### src/rtl/spi_lenchk_pkg.sv
// Shared types for the SPI slave with character-length guard.
// Assumes: one system clock domain; link pins are asynchronous to it.
package spi_lenchk_pkg;

    // Pin events after synchronisation, one system cycle wide each
    typedef struct packed {
        logic sck_rise;   // serial clock went 0 -> 1
        logic sck_fall;   // serial clock went 1 -> 0
        logic sel_start;  // chip select became active
        logic sel_end;    // chip select became inactive
        logic sel_idle;   // chip select currently inactive
        logic sdi;        // synchronised serial data input
    } spi_evt_t;

endpackage

### src/rtl/spi_lenchk_sync.sv
// Brings sclk, cs_n and mosi into the system clock domain through STAGES
// flops and derives one-cycle edge events from the last stage.
// Assumes: system clock at least 4x the serial clock; idle sclk low, cs_n high.
module spi_lenchk_sync
    import spi_lenchk_pkg::*;
#(
    parameter int STAGES = 2
) (
    input  logic     clk,
    input  logic     rst_n,
    input  logic     sclk,
    input  logic     cs_n,
    input  logic     mosi,
    output spi_evt_t evt
);
    localparam logic [2:0] IDLE_PINS = 3'b010;  // {sclk, cs_n, mosi}

    logic [2:0] stg [STAGES+1];
    logic [2:0] cur;
    logic [2:0] prev;

    // Purpose: shift pin samples through the synchroniser and edge-delay flop
    always_ff @(posedge clk) begin
        if (!rst_n) begin
            for (int i = 0; i <= STAGES; i++) stg[i] <= IDLE_PINS;
        end else begin
            stg[0] <= {sclk, cs_n, mosi};
            for (int i = 1; i <= STAGES; i++) stg[i] <= stg[i-1];
        end
    end

    assign cur  = stg[STAGES-1];
    assign prev = stg[STAGES];

    // Purpose: decode level changes into single-cycle events
    always_comb begin
        evt.sck_rise  = cur[2] & ~prev[2];
        evt.sck_fall  = ~cur[2] & prev[2];
        evt.sel_start = ~cur[1] & prev[1];
        evt.sel_end   = cur[1] & ~prev[1];
        evt.sel_idle  = cur[1];
        evt.sdi       = cur[0];
    end

endmodule

### src/rtl/spi_lenchk_engine.sv
// Character engine: bit counter, transmit and receive shifters, receive
// buffer with valid flag, transmit holding word and ready-line level.
// Assumes: len_eff already clamped to 2..DATA_W; abort only arrives while
// deselected.
module spi_lenchk_engine
    import spi_lenchk_pkg::*;
#(
    parameter int DATA_W = 16,
    parameter int LEN_W  = $clog2(DATA_W + 1)
) (
    input  logic              clk,
    input  logic              rst_n,
    input  spi_evt_t          evt,
    input  logic              abort,
    input  logic [LEN_W-1:0]  len_eff,
    input  logic              tx_wr,
    input  logic [DATA_W-1:0] tx_data,
    input  logic              rx_rd,
    output logic [DATA_W-1:0] rx_data,
    output logic              rx_valid,
    output logic              miso_bit,
    output logic              selected,
    output logic              rdy_level,
    output logic              mid_char
);
    logic [LEN_W-1:0]  cnt_q;
    logic [DATA_W-1:0] tx_buf_q;
    logic [DATA_W-1:0] tx_sh_q;
    logic [DATA_W-1:0] rx_sh_q;
    logic [DATA_W-1:0] len_mask;
    logic [DATA_W-1:0] rx_next;
    logic [LEN_W-1:0]  pad;
    logic              last_bit;
    logic              shift_in;
    logic              char_done;

    // Purpose: mask of the low len_eff bits for the received word
    always_comb begin
        for (int i = 0; i < DATA_W; i++) len_mask[i] = (LEN_W'(i) < len_eff);
    end

    assign pad       = LEN_W'(DATA_W) - len_eff;
    assign last_bit  = (cnt_q == (len_eff - LEN_W'(1)));
    assign shift_in  = selected & evt.sck_rise & ~evt.sel_start & ~evt.sel_end;
    assign char_done = shift_in & last_bit;
    assign rx_next   = {rx_sh_q[DATA_W-2:0], evt.sdi};

    // Purpose: selection state, bit counter and both shift registers
    always_ff @(posedge clk) begin
        if (!rst_n) begin
            selected <= 1'b0;
            cnt_q    <= '0;
            tx_sh_q  <= '0;
            rx_sh_q  <= '0;
        end else if (evt.sel_start) begin
            selected <= 1'b1;
            cnt_q    <= '0;
            tx_sh_q  <= tx_buf_q << pad;
            rx_sh_q  <= '0;
        end else if (evt.sel_end) begin
            selected <= 1'b0;
        end else if (abort) begin
            cnt_q <= '0;
        end else if (shift_in) begin
            rx_sh_q <= rx_next;
            if (last_bit) begin
                cnt_q   <= '0;
                tx_sh_q <= tx_buf_q << pad;
            end else begin
                cnt_q <= cnt_q + LEN_W'(1);
            end
        end else if (selected && evt.sck_fall && cnt_q != '0) begin
            tx_sh_q <= tx_sh_q << 1;
        end
    end

    // Purpose: receive buffer and its valid flag (completion beats read)
    always_ff @(posedge clk) begin
        if (!rst_n) begin
            rx_data  <= '0;
            rx_valid <= 1'b0;
        end else begin
            if (char_done) rx_data <= rx_next & len_mask;
            if (char_done)  rx_valid <= 1'b1;
            else if (rx_rd) rx_valid <= 1'b0;
        end
    end

    // Purpose: transmit holding word and ready level (write beats completion)
    always_ff @(posedge clk) begin
        if (!rst_n) begin
            tx_buf_q  <= '0;
            rdy_level <= 1'b1;
        end else begin
            if (tx_wr) tx_buf_q <= tx_data;
            if (tx_wr)          rdy_level <= 1'b0;
            else if (char_done) rdy_level <= 1'b1;
        end
    end

    assign miso_bit = tx_sh_q[DATA_W-1];
    assign mid_char = (cnt_q != '0);

    assert_cnt_range_R2: assert property (@(posedge clk) disable iff (!rst_n)
        cnt_q < LEN_W'(DATA_W));
    assert_valid_after_done_R3: assert property (@(posedge clk) disable iff (!rst_n)
        char_done |=> rx_valid);
    assert_release_drops_sel_R4: assert property (@(posedge clk) disable iff (!rst_n)
        (evt.sel_end && !evt.sel_start) |=> !selected);
    assert_rdy_high_after_done_R5: assert property (@(posedge clk) disable iff (!rst_n)
        (char_done && !tx_wr) |=> rdy_level);

endmodule

### src/rtl/spi_lenchk_guard.sv
// Length guard: tracks release of chip select in mid-character, turns later
// serial clock edges into an abort plus a sticky error, gates the interrupt
// and computes the ready-line drive enable.
// Assumes: mid_char is the engine's registered bit-count-nonzero state.
module spi_lenchk_guard
    import spi_lenchk_pkg::*;
(
    input  logic     clk,
    input  logic     rst_n,
    input  spi_evt_t evt,
    input  logic     mid_char,
    input  logic     err_clr,
    input  logic     irq_en,
    input  logic     hiz_on_err,
    input  logic     rdy_hiz_mode,
    input  logic     rdy_level,
    output logic     abort,
    output logic     early,
    output logic     len_err,
    output logic     irq,
    output logic     rdy_oe
);
    // Purpose: enter early-release state on mid-character release, leave on select
    always_ff @(posedge clk) begin
        if (!rst_n)                        early <= 1'b0;
        else if (evt.sel_start)            early <= 1'b0;
        else if (evt.sel_end && mid_char)  early <= 1'b1;
    end

    assign abort = early & evt.sel_idle & (evt.sck_rise | evt.sck_fall);

    // Purpose: sticky length error, setting wins over clearing
    always_ff @(posedge clk) begin
        if (!rst_n)       len_err <= 1'b0;
        else if (abort)   len_err <= 1'b1;
        else if (err_clr) len_err <= 1'b0;
    end

    assign irq    = len_err & irq_en;
    assign rdy_oe = ~(early & hiz_on_err) & (rdy_hiz_mode ? ~rdy_level : 1'b1);

    assert_err_sticky_R9: assert property (@(posedge clk) disable iff (!rst_n)
        (len_err && !err_clr) |=> len_err);
    assert_err_from_early_R8: assert property (@(posedge clk) disable iff (!rst_n)
        $rose(len_err) |-> $past(early));

endmodule

### src/rtl/spi_lenchk_slave.sv
// Top: SPI slave with programmable character length and early-release
// length-error detection. Clamps the configured length, wires the
// synchroniser, the character engine and the length guard.
// Assumes: configuration inputs change only while no character is active.
module spi_lenchk_slave
    import spi_lenchk_pkg::*;
#(
    parameter int DATA_W    = 16,
    parameter int SYNC_STG  = 2,
    parameter int LEN_W     = $clog2(DATA_W + 1)
) (
    input  logic              clk,
    input  logic              rst_n,
    input  logic              sclk,
    input  logic              cs_n,
    input  logic              mosi,
    output logic              miso_o,
    output logic              miso_oe,
    output logic              rdy_o,
    output logic              rdy_oe,
    input  logic [LEN_W-1:0]  cfg_len,
    input  logic              cfg_rdy_hiz,
    input  logic              cfg_hiz_on_err,
    input  logic              cfg_irq_en,
    input  logic              tx_wr,
    input  logic [DATA_W-1:0] tx_data,
    input  logic              rx_rd,
    output logic [DATA_W-1:0] rx_data,
    output logic              rx_valid,
    input  logic              err_clr,
    output logic              len_err,
    output logic              irq
);
    localparam logic [LEN_W-1:0] LEN_MIN = LEN_W'(2);
    localparam logic [LEN_W-1:0] LEN_MAX = LEN_W'(DATA_W);

    spi_evt_t         evt;
    logic [LEN_W-1:0] len_eff;
    logic             abort;
    logic             early;
    logic             mid_char;
    logic             selected;

    // Purpose: clamp the configured character length into 2..DATA_W
    always_comb begin
        if (cfg_len < LEN_MIN)      len_eff = LEN_MIN;
        else if (cfg_len > LEN_MAX) len_eff = LEN_MAX;
        else                        len_eff = cfg_len;
    end

    spi_lenchk_sync #(.STAGES(SYNC_STG)) sync_i (
        .clk (clk), .rst_n (rst_n), .sclk (sclk), .cs_n (cs_n), .mosi (mosi),
        .evt (evt)
    );

    spi_lenchk_engine #(.DATA_W(DATA_W), .LEN_W(LEN_W)) engine_i (
        .clk (clk), .rst_n (rst_n), .evt (evt), .abort (abort),
        .len_eff (len_eff), .tx_wr (tx_wr), .tx_data (tx_data), .rx_rd (rx_rd),
        .rx_data (rx_data), .rx_valid (rx_valid), .miso_bit (miso_o),
        .selected (selected), .rdy_level (rdy_o), .mid_char (mid_char)
    );

    spi_lenchk_guard guard_i (
        .clk (clk), .rst_n (rst_n), .evt (evt), .mid_char (mid_char),
        .err_clr (err_clr), .irq_en (cfg_irq_en), .hiz_on_err (cfg_hiz_on_err),
        .rdy_hiz_mode (cfg_rdy_hiz), .rdy_level (rdy_o), .abort (abort),
        .early (early), .len_err (len_err), .irq (irq), .rdy_oe (rdy_oe)
    );

    assign miso_oe = selected;

    assert_rdy_released_on_early_R7: assert property (@(posedge clk) disable iff (!rst_n)
        (early && cfg_hiz_on_err) |-> !rdy_oe);
    assert_no_drive_when_early_R7: assert property (@(posedge clk) disable iff (!rst_n)
        early |-> !miso_oe);

endmodule

### config.mk
export PLATFORM = sky130hd
export DESIGN_NAME = spi_lenchk_slave
export DESIGN_NICKNAME = d
export VERILOG_FILES = /design/src/rtl/spi_lenchk_pkg.sv /design/src/rtl/spi_lenchk_sync.sv /design/src/rtl/spi_lenchk_engine.sv /design/src/rtl/spi_lenchk_guard.sv /design/src/rtl/spi_lenchk_slave.sv
export SDC_FILE = /design/constraint.sdc
export NUM_CORES = 1
export LEC_CHECK = 0
export BUFFER_PORTS_ARGS = -buffer_cell sky130_fd_sc_hd__buf_4
export CORE_ASPECT_RATIO = 0.9
export CORE_UTILIZATION = 35
export DETAILED_ROUTE_END_ITERATION = 10
export PLACE_DENSITY = 0.5
export SYNTH_ARGS = -nofsm -noshare
export SYNTH_HDL_FRONTEND = slang
export SYNTH_HIERARCHICAL = 1
export SYNTH_SLANG_ARGS = --single-unit
export TNS_END_PERCENT = 100
### constraint.sdc
create_clock -name clk -period 5.4 [get_ports clk]
set_input_delay 1.08 -clock clk [delete_from_list [all_inputs] [get_ports clk]]
set_output_delay 1.08 -clock clk [all_outputs]
set_load 0.02 [all_outputs]
# Word-level counts from Yosys, hierarchy flattened
# Memories as Yosys holds them, arrays and structs flattened.
# Cells that the tools add are included.
# Widths: inputs -> output; s select.
[totals] reg_bits=73 ram_bits=9 output_inout_bits=23 memories=1
[memory_table] memory="sync_i.stg" depth=3 word_bits=3 read_ports=3 rd_ports_with_merged_regs=0 write_ports=3 line="spi_lenchk_sync.sv:18" text="logic [2:0] stg [STAGES+1];"
[classes] add_sub_neg=3 n_lt_le_gt_ge=18 eq_ne=4 shift=1 n_mux=25 bitwise_logic=28 reduce_logical=14
[ops] operator="$mux 16" n=6
[ops] operator="$lt 4x5->1 const A" n=8
[ops] operator="$mux 5" n=5
[ops] operator="$lt 3x5->1 const A" n=4
[ops] operator="$and 16x16->16" n=1
[ops] operator="$shl 16x5->16" n=1
[ops] operator="$and 1x1->1" n=13
[ops] operator="$mux 1" n=11
[ops] operator="$lt 1x5->1 const A" n=2
[ops] operator="$lt 2x5->1 const A" n=2
[ops] operator="$not 1->1" n=10
[ops] operator="$reduce_bool 2->1" n=5
[ops] operator="$mux 3" n=3
[ops] operator="$add 5x1->5 const B" n=1
[ops] operator="$eq 5x5->1" n=1
[ops] operator="$gt 5x5->1 const B" n=1
[ops] operator="$lt 5x2->1 const B" n=1
[ops] operator="$reduce_bool 5->1" n=1
[ops] operator="$sub 5x1->5 const B" n=1
[ops] operator="$sub 5x5->5 const A" n=1
[ops] operator="$ne 2x1->1 const B" n=2
[ops] operator="$or 1x1->1" n=4
[ops] operator="$reduce_and 4->1" n=1
[ops] operator="$logic_and 1x1->1" n=3
[ops] operator="other kinds (5)" n=5

# Longest topological paths before layout
# Gate-level depths: netlist of the first run.
[logic_depth] ltp_word=10 ltp_mapped=13 depth_no_buf=10

# Cells and area by module
# Netlist of the first run, hierarchy kept.
[modules_own_cells] module="spi_lenchk_engine" instances=1 cells_each=423 area_per_inst_um2=3792.4 seq_area_each_um2=1421.4
[modules_own_cells] module="spi_lenchk_sync" instances=1 cells_each=22 area_per_inst_um2=250.2 seq_area_each_um2=160.2
[modules_own_cells] module="spi_lenchk_guard" instances=1 cells_each=9 area_per_inst_um2=90.1 seq_area_each_um2=40.0
[modules_own_cells] module="spi_lenchk_slave" instances=1 cells_each=7 area_per_inst_um2=52.6 seq_area_each_um2=0.0

# Worst setup path after synthesis of the first run
# No wires, ideal clock.
[synth_timing] kind="input to register" start="in cfg_len[2]" end="reg engine_i.tx_sh_q[10]" setup_ns=0.122 arrival_ns=3.724 path_slack_ns=1.555 stages=12 cell_sequence="nor3_2 > nor3b_2 > buf_4 > buf_4 > inv_1 > ha_1 > buf_2 > mux4_2 > mux2_2 > a22oi_1 > a2bb2oi_1 > a21oi_1"
[synth_between] elab_chain_cells=10 elab_cells_between_ends=15 classes_between="add/sub (2); order compare (2); eq/ne (2); shift (1); mux (7); reduce/logical (1)"
[synth_lines] element="from (decl)" line="spi_lenchk_slave.sv:21" text="input logic [LEN_W-1:0] cfg_len,"
[synth_lines] element="$gt 5x5->1" line="spi_lenchk_slave.sv:47" text="else if (cfg_len > LEN_MAX) len_eff = LEN_MAX;"
[synth_lines] element="$mux 5" line="spi_lenchk_slave.sv:47"
[synth_lines] element="$mux 5 (*)" line="spi_lenchk_slave.sv:46" text="if (cfg_len < LEN_MIN) len_eff = LEN_MIN;"
[synth_lines] element="named net len_eff[0]" line="spi_lenchk_slave.sv:38" text="logic [LEN_W-1:0] len_eff;"
[synth_lines] element="$sub 5x5->5" line="spi_lenchk_engine.sv:42" text="assign pad = LEN_W'(DATA_W) - len_eff;"
[synth_lines] element="$shl 16x5->16" line="spi_lenchk_engine.sv:58, spi_lenchk_engine.sv:68"
[synth_lines] element="$mux 16" line="spi_lenchk_engine.sv:66" text="if (last_bit) begin"
[synth_lines] element="$mux 16" line="spi_lenchk_engine.sv:64" text="end else if (shift_in) begin"
[synth_lines] element="$mux 16" line="spi_lenchk_engine.sv:62" text="end else if (abort) begin"
[synth_lines] element="$mux 16" line="spi_lenchk_engine.sv:60" text="end else if (evt.sel_end) begin"
[synth_lines] element="$mux 16" line="spi_lenchk_engine.sv:55" text="end else if (evt.sel_start) begin"
[synth_lines] element="to (signal assigned)" line="spi_lenchk_engine.sv:58" text="tx_sh_q <= tx_buf_q << pad;"
[synth_lines] element="to (signal assigned)" line="spi_lenchk_engine.sv:68" text="tx_sh_q <= tx_buf_q << pad;"
[synth_lines] element="to (signal assigned)" line="spi_lenchk_engine.sv:73" text="tx_sh_q <= tx_sh_q << 1;"
[synth_lines] element="to (decl)" line="spi_lenchk_engine.sv:28" text="logic [DATA_W-1:0] tx_sh_q;"
# Mark *: on every way through the listed nets, which the timed path passes. The rest lies on a longest branch. The select of a mux whose other input is x is not followed.
# A chain may end at the register's enable or synchronous reset.

# Final worst setup path of the first run
[layout_timing] start="in cfg_len[3]" end="reg engine_i.tx_sh_q[6]"
# The elaborated chain is that of the path after synthesis.

==> flow_summary.toml, run 1 <==
[cts]
cts.hold.buffers_added = 0
worst_skew_pair.late_latency_ns = 0.33
clkTransAtPathRegs_ns = 0.06
clock_path_buffers = 2
clockRootBuffer = "sky130_fd_sc_hd__clkbuf_16"
clock_sink_count = 81
cts-buffers-inserted = 9
post_cts_buffers = 0
tritoncts_clock_tree = "built"
htree_num_levels = 3
cts-resized-gates = 0

[logic_synthesis]
async_reset_ff_share_pct = 0
synthTopCellsByArea = "sky130_fd_sc_hd__dfxtp_1, sky130_fd_sc_hd__mux2i_1, sky130_fd_sc_hd__nand2_1"
seq_area_frac_synth_pct = 38.74
ys_ff_latch = 81
synth_area_mm2 = 0.004185
postSynthCellCount = 461
ys_warn_count = 6
synth_enable_flop_cells = 0
synth_ff_type = "sky130_fd_sc_hd__dfxtp_1"
synth_top_cell_by_area = "sky130_fd_sc_hd__dfxtp_1"
synth.net_count = 497
synth_top_cell_area_share_pct = 38.74
syn_area_per_cell_um2 = 9.079
count_of_unique_library_cells_instantiated_by_yosys = 52

[sta]
post_route_fraction_of_the_period_consumed_by_the_critical_path_pct = 75.43
grt_setup_unrepaired = "no"
worst_slew_margin_rel_pct = 41.98
tns_ns = 0
post-route-min-period_ns = 4.073
skew_ns = 0.006520
f_max_mhz = 245.5
report.final.setup_viol = 0
final.hold.worst_slack_ns = 0.4093
hold_viol_final = 0
max_slew.worst_pin.slew_ns = 0.8685
final-max-slew-violation-count = 0

[floorplanning]
die_y_um = 105.7
die-area_mm2 = 0.01240
pin_count = 55
design.core.area_mm2 = 0.01153
placementRows = 37
start_util_pct = 36.31
die_width_um = 117.3

[setup_path]
crit_top_cell = "sky130_fd_sc_hd__buf_4"
critical_path_peak_fanout = 26
timing.critical_path.cells = "buf_4 > o21ba_1 > nor2_1 > inv_1 > ha_1 > buf_4 > xor2_1 > nand4_1 > or3_4 > a21oi_4 > o211ai_1 > o211a_1"
crit_path_start_kind = "input pin"
category_of_the_critical_setup_timing_path = "in -> reg"
crit_path_end_kind = "flop"
critical_path_arrival_ns = 4.29
cp_data_required_time_ns = 5.62
max_stage_delay_ns = 0.54
critical-path-slowest-cell = "sky130_fd_sc_hd__a21oi_4"

[drt]
detailedRoute.firstIterationViolations = 147
detail_route.wirelength_um = 9619
drt-vias-per-instance = 5.070
antenna_left = 0
dr.pass1.iters = 4
wire_per_inst_um = 14.62
drc = 0
dr_total_vias = 3336

[place]
place_congestion = 0.7496
io_buffers = 54
placement.cell_area_mm2 = 0.004671
numPlacedInstances = 643
place.detailed.hpwl_um = 6714

[global_routing]
antenna_violations_before_repair = 0
grt.overflow.total = 0
grt_first_pass_wirelength_um = 15840
first_global_vias = 3031
grtUsageTotal_pct = 16.71
grt_max_degree = 63

[layout]
syn_to_final_growth_pct = 18.68
nNetsFinal = 534
antenna_cells_inserted = 0
mostFrequentLayoutCells = "sky130_fd_sc_hd__dfxtp_1, sky130_fd_sc_hd__buf_4, sky130_fd_sc_hd__nand2_1, sky130_fd_sc_hd__a21oi_1, sky130_fd_sc_hd__mux2i_1"
nFillCells = 1169
final_layout_size_suffix_gt1_share_pct = 20.32
mostFrequentLayoutCell = "sky130_fd_sc_hd__dfxtp_1"
fin_cells = 658
postLayoutCellArea_mm2 = 0.004967

[run]
max_cap_violations = 0

[outcome]
status = "completed"

[power_and_ir_drop]
power-per-cell-area_mw_per_mm2 = 286.6
power.ir.vdd_worst_mv = 0.1718
static-leakage-power_nw = 1.897

[worst_hold_path]
classification_of_the_worst_slack_hold_path = "reg -> reg"
==> cells by family (layout without fill, tap and decap cells) <==
| logic type | after synthesis | after routing | synth area share (%) |
|---|---|---|---|
| xor gates and xnor gates | 10 | 10 | 2.422 |
| DFF | 81 | 81 | 38.74 |
| adders and majority gates | 4 | 4 | 1.196 |
| muxes | 41 | 41 | 12.29 |
| buffers and inverters | 42 | 83 | 4.693 |
| and+or+nand+nor | 166 | 166 | 21.20 |
| AOI/OAI and AO/OA | 117 | 117 | 19.46 |
==> worst max-delay path, delay by kind of cell <==
kind | cells | cell delay [ns]
fa+ha+maj | 1 | 0.32
buf+inv | 3 | 0.58
compound gates | 4 | 1.09
xor+xnor | 1 | 0.21
simple gates | 3 | 0.98
==> report_power, final <==
part / leakage (nW) / internal (mW) / switching (mW) / total, mW
Clock: 0.148 / 0.379 / 0.231 / 0.610
Sequential: 0.659 / 0.614 / 0.0127 / 0.627
Combinational: 1.09 / 0.0866 / 0.0996 / 0.186
==> metrics by stage <==
stage               util, %  setup WS (ns)  total power, mW
floorplan                 -          1.555           0.7731
global placement      40.52          1.130           0.8243
detailed placement    40.52         0.9626           0.8266
CTS                   43.09          1.324            1.447
global route          43.09          1.066            1.496
finish                43.09          1.327            1.423
==> registers in the layout (all words and copies together) (netlist names) <==
name                cells
engine_i/rx_data       16
engine_i/tx_buf_q      16
engine_i/tx_sh_q       16
engine_i/rx_sh_q       15
sync_i/stg              8
engine_i/cnt_q          5
engine_i/rdy_level      1
engine_i/rx_valid       1
engine_i/selected       1
guard_i/early           1
guard_i/len_err         1
==> final timing paths <==
kind,start,end,slack [ns],cells past startpoint
setup / recovery,cfg_len[3],engine_i/tx_sh_q[6]$_SDFFE_PN0P_,1.33,12
hold / removal,sync_i/stg[0][1]$_SDFF_PN1_,sync_i/stg[0][4]$_SDFF_PN1_,0.41,1
setup reg to reg,sync_i/stg[0][4]$_SDFF_PN1_,engine_i/tx_sh_q[6]$_SDFFE_PN0P_,2.89,7
hold reg to reg,sync_i/stg[0][1]$_SDFF_PN1_,sync_i/stg[0][4]$_SDFF_PN1_,0.41,1
==> cell type report <==
type	instances	area [µm²]	area share, %
clock buffer	12	256.5	5.164
clock inverter	3	40.04	0.8060
inverter	8	30.03	0.6045
timing repair buffer	60	450.4	9.068
tap	156	195.2	3.929
sequential	81	1622	32.64
multi-input combinational	338	2374	47.78
==> per-layer routing <==
layer	global-route usage (%)	wire length, µm
met2	24.29	4181
met5	0	0
met1	23.85	4974
met4	4.882	74
met3	4.543	388
==> synthesized netlist by cell type (3+ instances only) <==
cell type,instances
sky130_fd_sc_hd__nand3b_1,5
sky130_fd_sc_hd__dfxtp_1,81
sky130_fd_sc_hd__o21a_1,3
sky130_fd_sc_hd__nand2_1,59
sky130_fd_sc_hd__xnor2_1,6
sky130_fd_sc_hd__a21boi_0,16
sky130_fd_sc_hd__nand3_1,11
sky130_fd_sc_hd__mux4_2,8
sky130_fd_sc_hd__nor3b_1,5
sky130_fd_sc_hd__nor3b_2,4
sky130_fd_sc_hd__a21oi_1,36
sky130_fd_sc_hd__nor2_1,23
sky130_fd_sc_hd__mux2_2,3
sky130_fd_sc_hd__a311oi_1,3
sky130_fd_sc_hd__a2bb2oi_1,4
sky130_fd_sc_hd__a22oi_1,3
sky130_fd_sc_hd__nor3_1,4
sky130_fd_sc_hd__nor2b_1,29
sky130_fd_sc_hd__and2_1,8
sky130_fd_sc_hd__buf_2,7
sky130_fd_sc_hd__a221oi_2,3
sky130_fd_sc_hd__a211oi_1,7
sky130_fd_sc_hd__clkbuf_1,19
sky130_fd_sc_hd__ha_1,4
sky130_fd_sc_hd__o211ai_1,9
sky130_fd_sc_hd__xor2_1,3
sky130_fd_sc_hd__nand2b_1,7
sky130_fd_sc_hd__mux2i_1,30
sky130_fd_sc_hd__o211a_1,5
sky130_fd_sc_hd__o21ai_0,17
sky130_fd_sc_hd__buf_4,6
sky130_fd_sc_hd__inv_1,8
Note: power is estimated with default switching activity, not from simulation.
==> run 2: changes to the inputs <==
PLACE_DENSITY = 0.52   (was 0.5)
clock period = 3.4 ns   (was 5.4 ns; I/O delays follow)
==> flow_summary.toml, run 2 (same netlist as run 1, synthesis figures left out) <==
[drt]
dr.pass1.iters = 4
drc = 0
wire_per_inst_um = 14.37
detail_route.wirelength_um = 9639
antenna_left = 0
dr_total_vias = 3392
drt-vias-per-instance = 5.055
detailedRoute.firstIterationViolations = 157

[cts]
clkTransAtPathRegs_ns = 0.06
cts.hold.buffers_added = 0
cts-buffers-inserted = 9
htree_num_levels = 3
post_cts_buffers = 0
clock_path_buffers = 2
clock_sink_count = 81
clockRootBuffer = "sky130_fd_sc_hd__clkbuf_16"
tritoncts_clock_tree = "built"
worst_skew_pair.late_latency_ns = 0.34
cts-resized-gates = 0

[power_and_ir_drop]
power-per-cell-area_mw_per_mm2 = 457.8
power.ir.vdd_worst_mv = 0.2722
static-leakage-power_nw = 1.968

[layout]
nFillCells = 1135
antenna_cells_inserted = 0
final_layout_size_suffix_gt1_share_pct = 22.33
nNetsFinal = 547
layout_top_registers = "engine_i/rx_data: 16 flops, engine_i/tx_buf_q: 16 flops, engine_i/tx_sh_q: 16 flops"
syn_to_final_growth_pct = 21.58
mostFrequentLayoutCells = "sky130_fd_sc_hd__dfxtp_1, sky130_fd_sc_hd__buf_4, sky130_fd_sc_hd__nand2_1, sky130_fd_sc_hd__a21oi_1, sky130_fd_sc_hd__mux2i_1"
mostFrequentLayoutCell = "sky130_fd_sc_hd__dfxtp_1"
postLayoutCellArea_mm2 = 0.005089

[global_routing]
grt_max_degree = 62
grt_first_pass_wirelength_um = 15730
first_global_vias = 3118
antenna_violations_before_repair = 0
grt.overflow.total = 0
grtUsageTotal_pct = 16.51

[setup_path]
crit_path_start_kind = "input pin"
critical_path_arrival_ns = 3.04
cp_data_required_time_ns = 3.64
critical_path_peak_fanout = 26
crit_path_end_kind = "flop"
category_of_the_critical_setup_timing_path = "in -> reg"

[place]
placement.cell_area_mm2 = 0.004781
place.detailed.hpwl_um = 6893
place_congestion = 0.7749
io_buffers = 54

[floorplanning]
die-area_mm2 = 0.01240
placementRows = 37
design.core.area_mm2 = 0.01153
start_util_pct = 36.31
pin_count = 55
die_y_um = 105.7
die_width_um = 117.3

[sta]
tns_ns = 0
hold_viol_final = 0
post-route-min-period_ns = 2.804
max_slew.worst_pin.slew_ns = 0.7893
post_route_fraction_of_the_period_consumed_by_the_critical_path_pct = 82.47
f_max_mhz = 356.6
grt_setup_unrepaired = "no"
worst_slew_margin_rel_pct = 47.38
report.final.setup_viol = 0
skew_ns = 0.005780
final-max-slew-violation-count = 0

[run]
max_cap_violations = 0

[outcome]
status = "completed"

[worst_hold_path]
classification_of_the_worst_slack_hold_path = "reg -> reg"
==> run 2: changes by cell type in the layout (fill, tap and decap cells not counted) <==
cell / change
sky130_fd_sc_hd__buf_12: +1
sky130_fd_sc_hd__buf_4: +12
sky130_fd_sc_hd__bufinv_16: +1
sky130_fd_sc_hd__inv_6: +1
sky130_fd_sc_hd__clkbuf_8: -2
==> run 2: final timing paths <==
| path | from | cells past startpoint | to | slack, ns |
|---|---|---|---|---|
| worst min register to register | sync_i/stg[0][1]$_SDFF_PN1_ | 1 | sync_i/stg[0][4]$_SDFF_PN1_ | 0.40 |
| worst min-delay path | sync_i/stg[0][1]$_SDFF_PN1_ | 1 | sync_i/stg[0][4]$_SDFF_PN1_ | 0.40 |
| worst max-delay path | cfg_len[3] | 12 | engine_i/tx_sh_q[6]$_SDFFE_PN0P_ | 0.60 |
| worst max register to register | sync_i/stg[0][5]$_SDFF_PN0_ | 7 | engine_i/cnt_q[3]$_SDFFE_PP0P_ | 1.11 |
==> run 2: per-layer routing <==
layer	track usage, %	wire length [µm]	vias to the layer above
met3	3.738	499	10
met4	5.425	123	0
met1	24.13	4931	1565
met2	23.61	4085	82
li1	-	-	1735
met5	0	0	-
==> run 2: critical path, stage by stage <==
cell,delay [ns]
sky130_fd_sc_hd__buf_4,0.12
sky130_fd_sc_hd__o21ba_1,0.18
sky130_fd_sc_hd__nor2_1,0.13
sky130_fd_sc_hd__inv_1,0.12
sky130_fd_sc_hd__ha_1,0.43
sky130_fd_sc_hd__xor2_1,0.20
sky130_fd_sc_hd__nand4_1,0.16
sky130_fd_sc_hd__or3_4,0.43
sky130_fd_sc_hd__a21oi_4,0.17
sky130_fd_sc_hd__buf_12,0.17
sky130_fd_sc_hd__o211ai_1,0.10
sky130_fd_sc_hd__o211a_1,0.14
==> run 2: layout make-up <==
class / instances / area, µm² / share of cell area [%]
sequential: 81 / 1622 / 31.87
clock inverter: 5 / 78.83 / 1.549
timing repair buffer: 73 / 560.5 / 11.02
inverter: 8 / 30.03 / 0.5901
multi-input combinational: 338 / 2374 / 46.64
clock buffer: 10 / 229.0 / 4.500
tap: 156 / 195.2 / 3.836
==> run 2: where the power goes <==
group / internal (mW) / switching [mW] / total (mW)
combinational: 0.153 / 0.161 / 0.314
sequential: 0.975 / 0.0201 / 0.995
clock: 0.639 / 0.381 / 1.02
==> run 2: per-stage QoR <==
step	cells	hold slack [ns]	worst slack (ns)	util (%)	total power, mW
detailed placement	656	0.3926	0.2453	41.47	1.331
floorplan	461	0.3863	0.05264	-	1.229
global placement	656	0.3902	0.3126	41.47	1.327
CTS	671	0.4062	0.6060	44.14	2.359
global route	671	0.4134	0.4049	44.14	2.434
finish	671	0.4039	0.5961	44.14	2.329
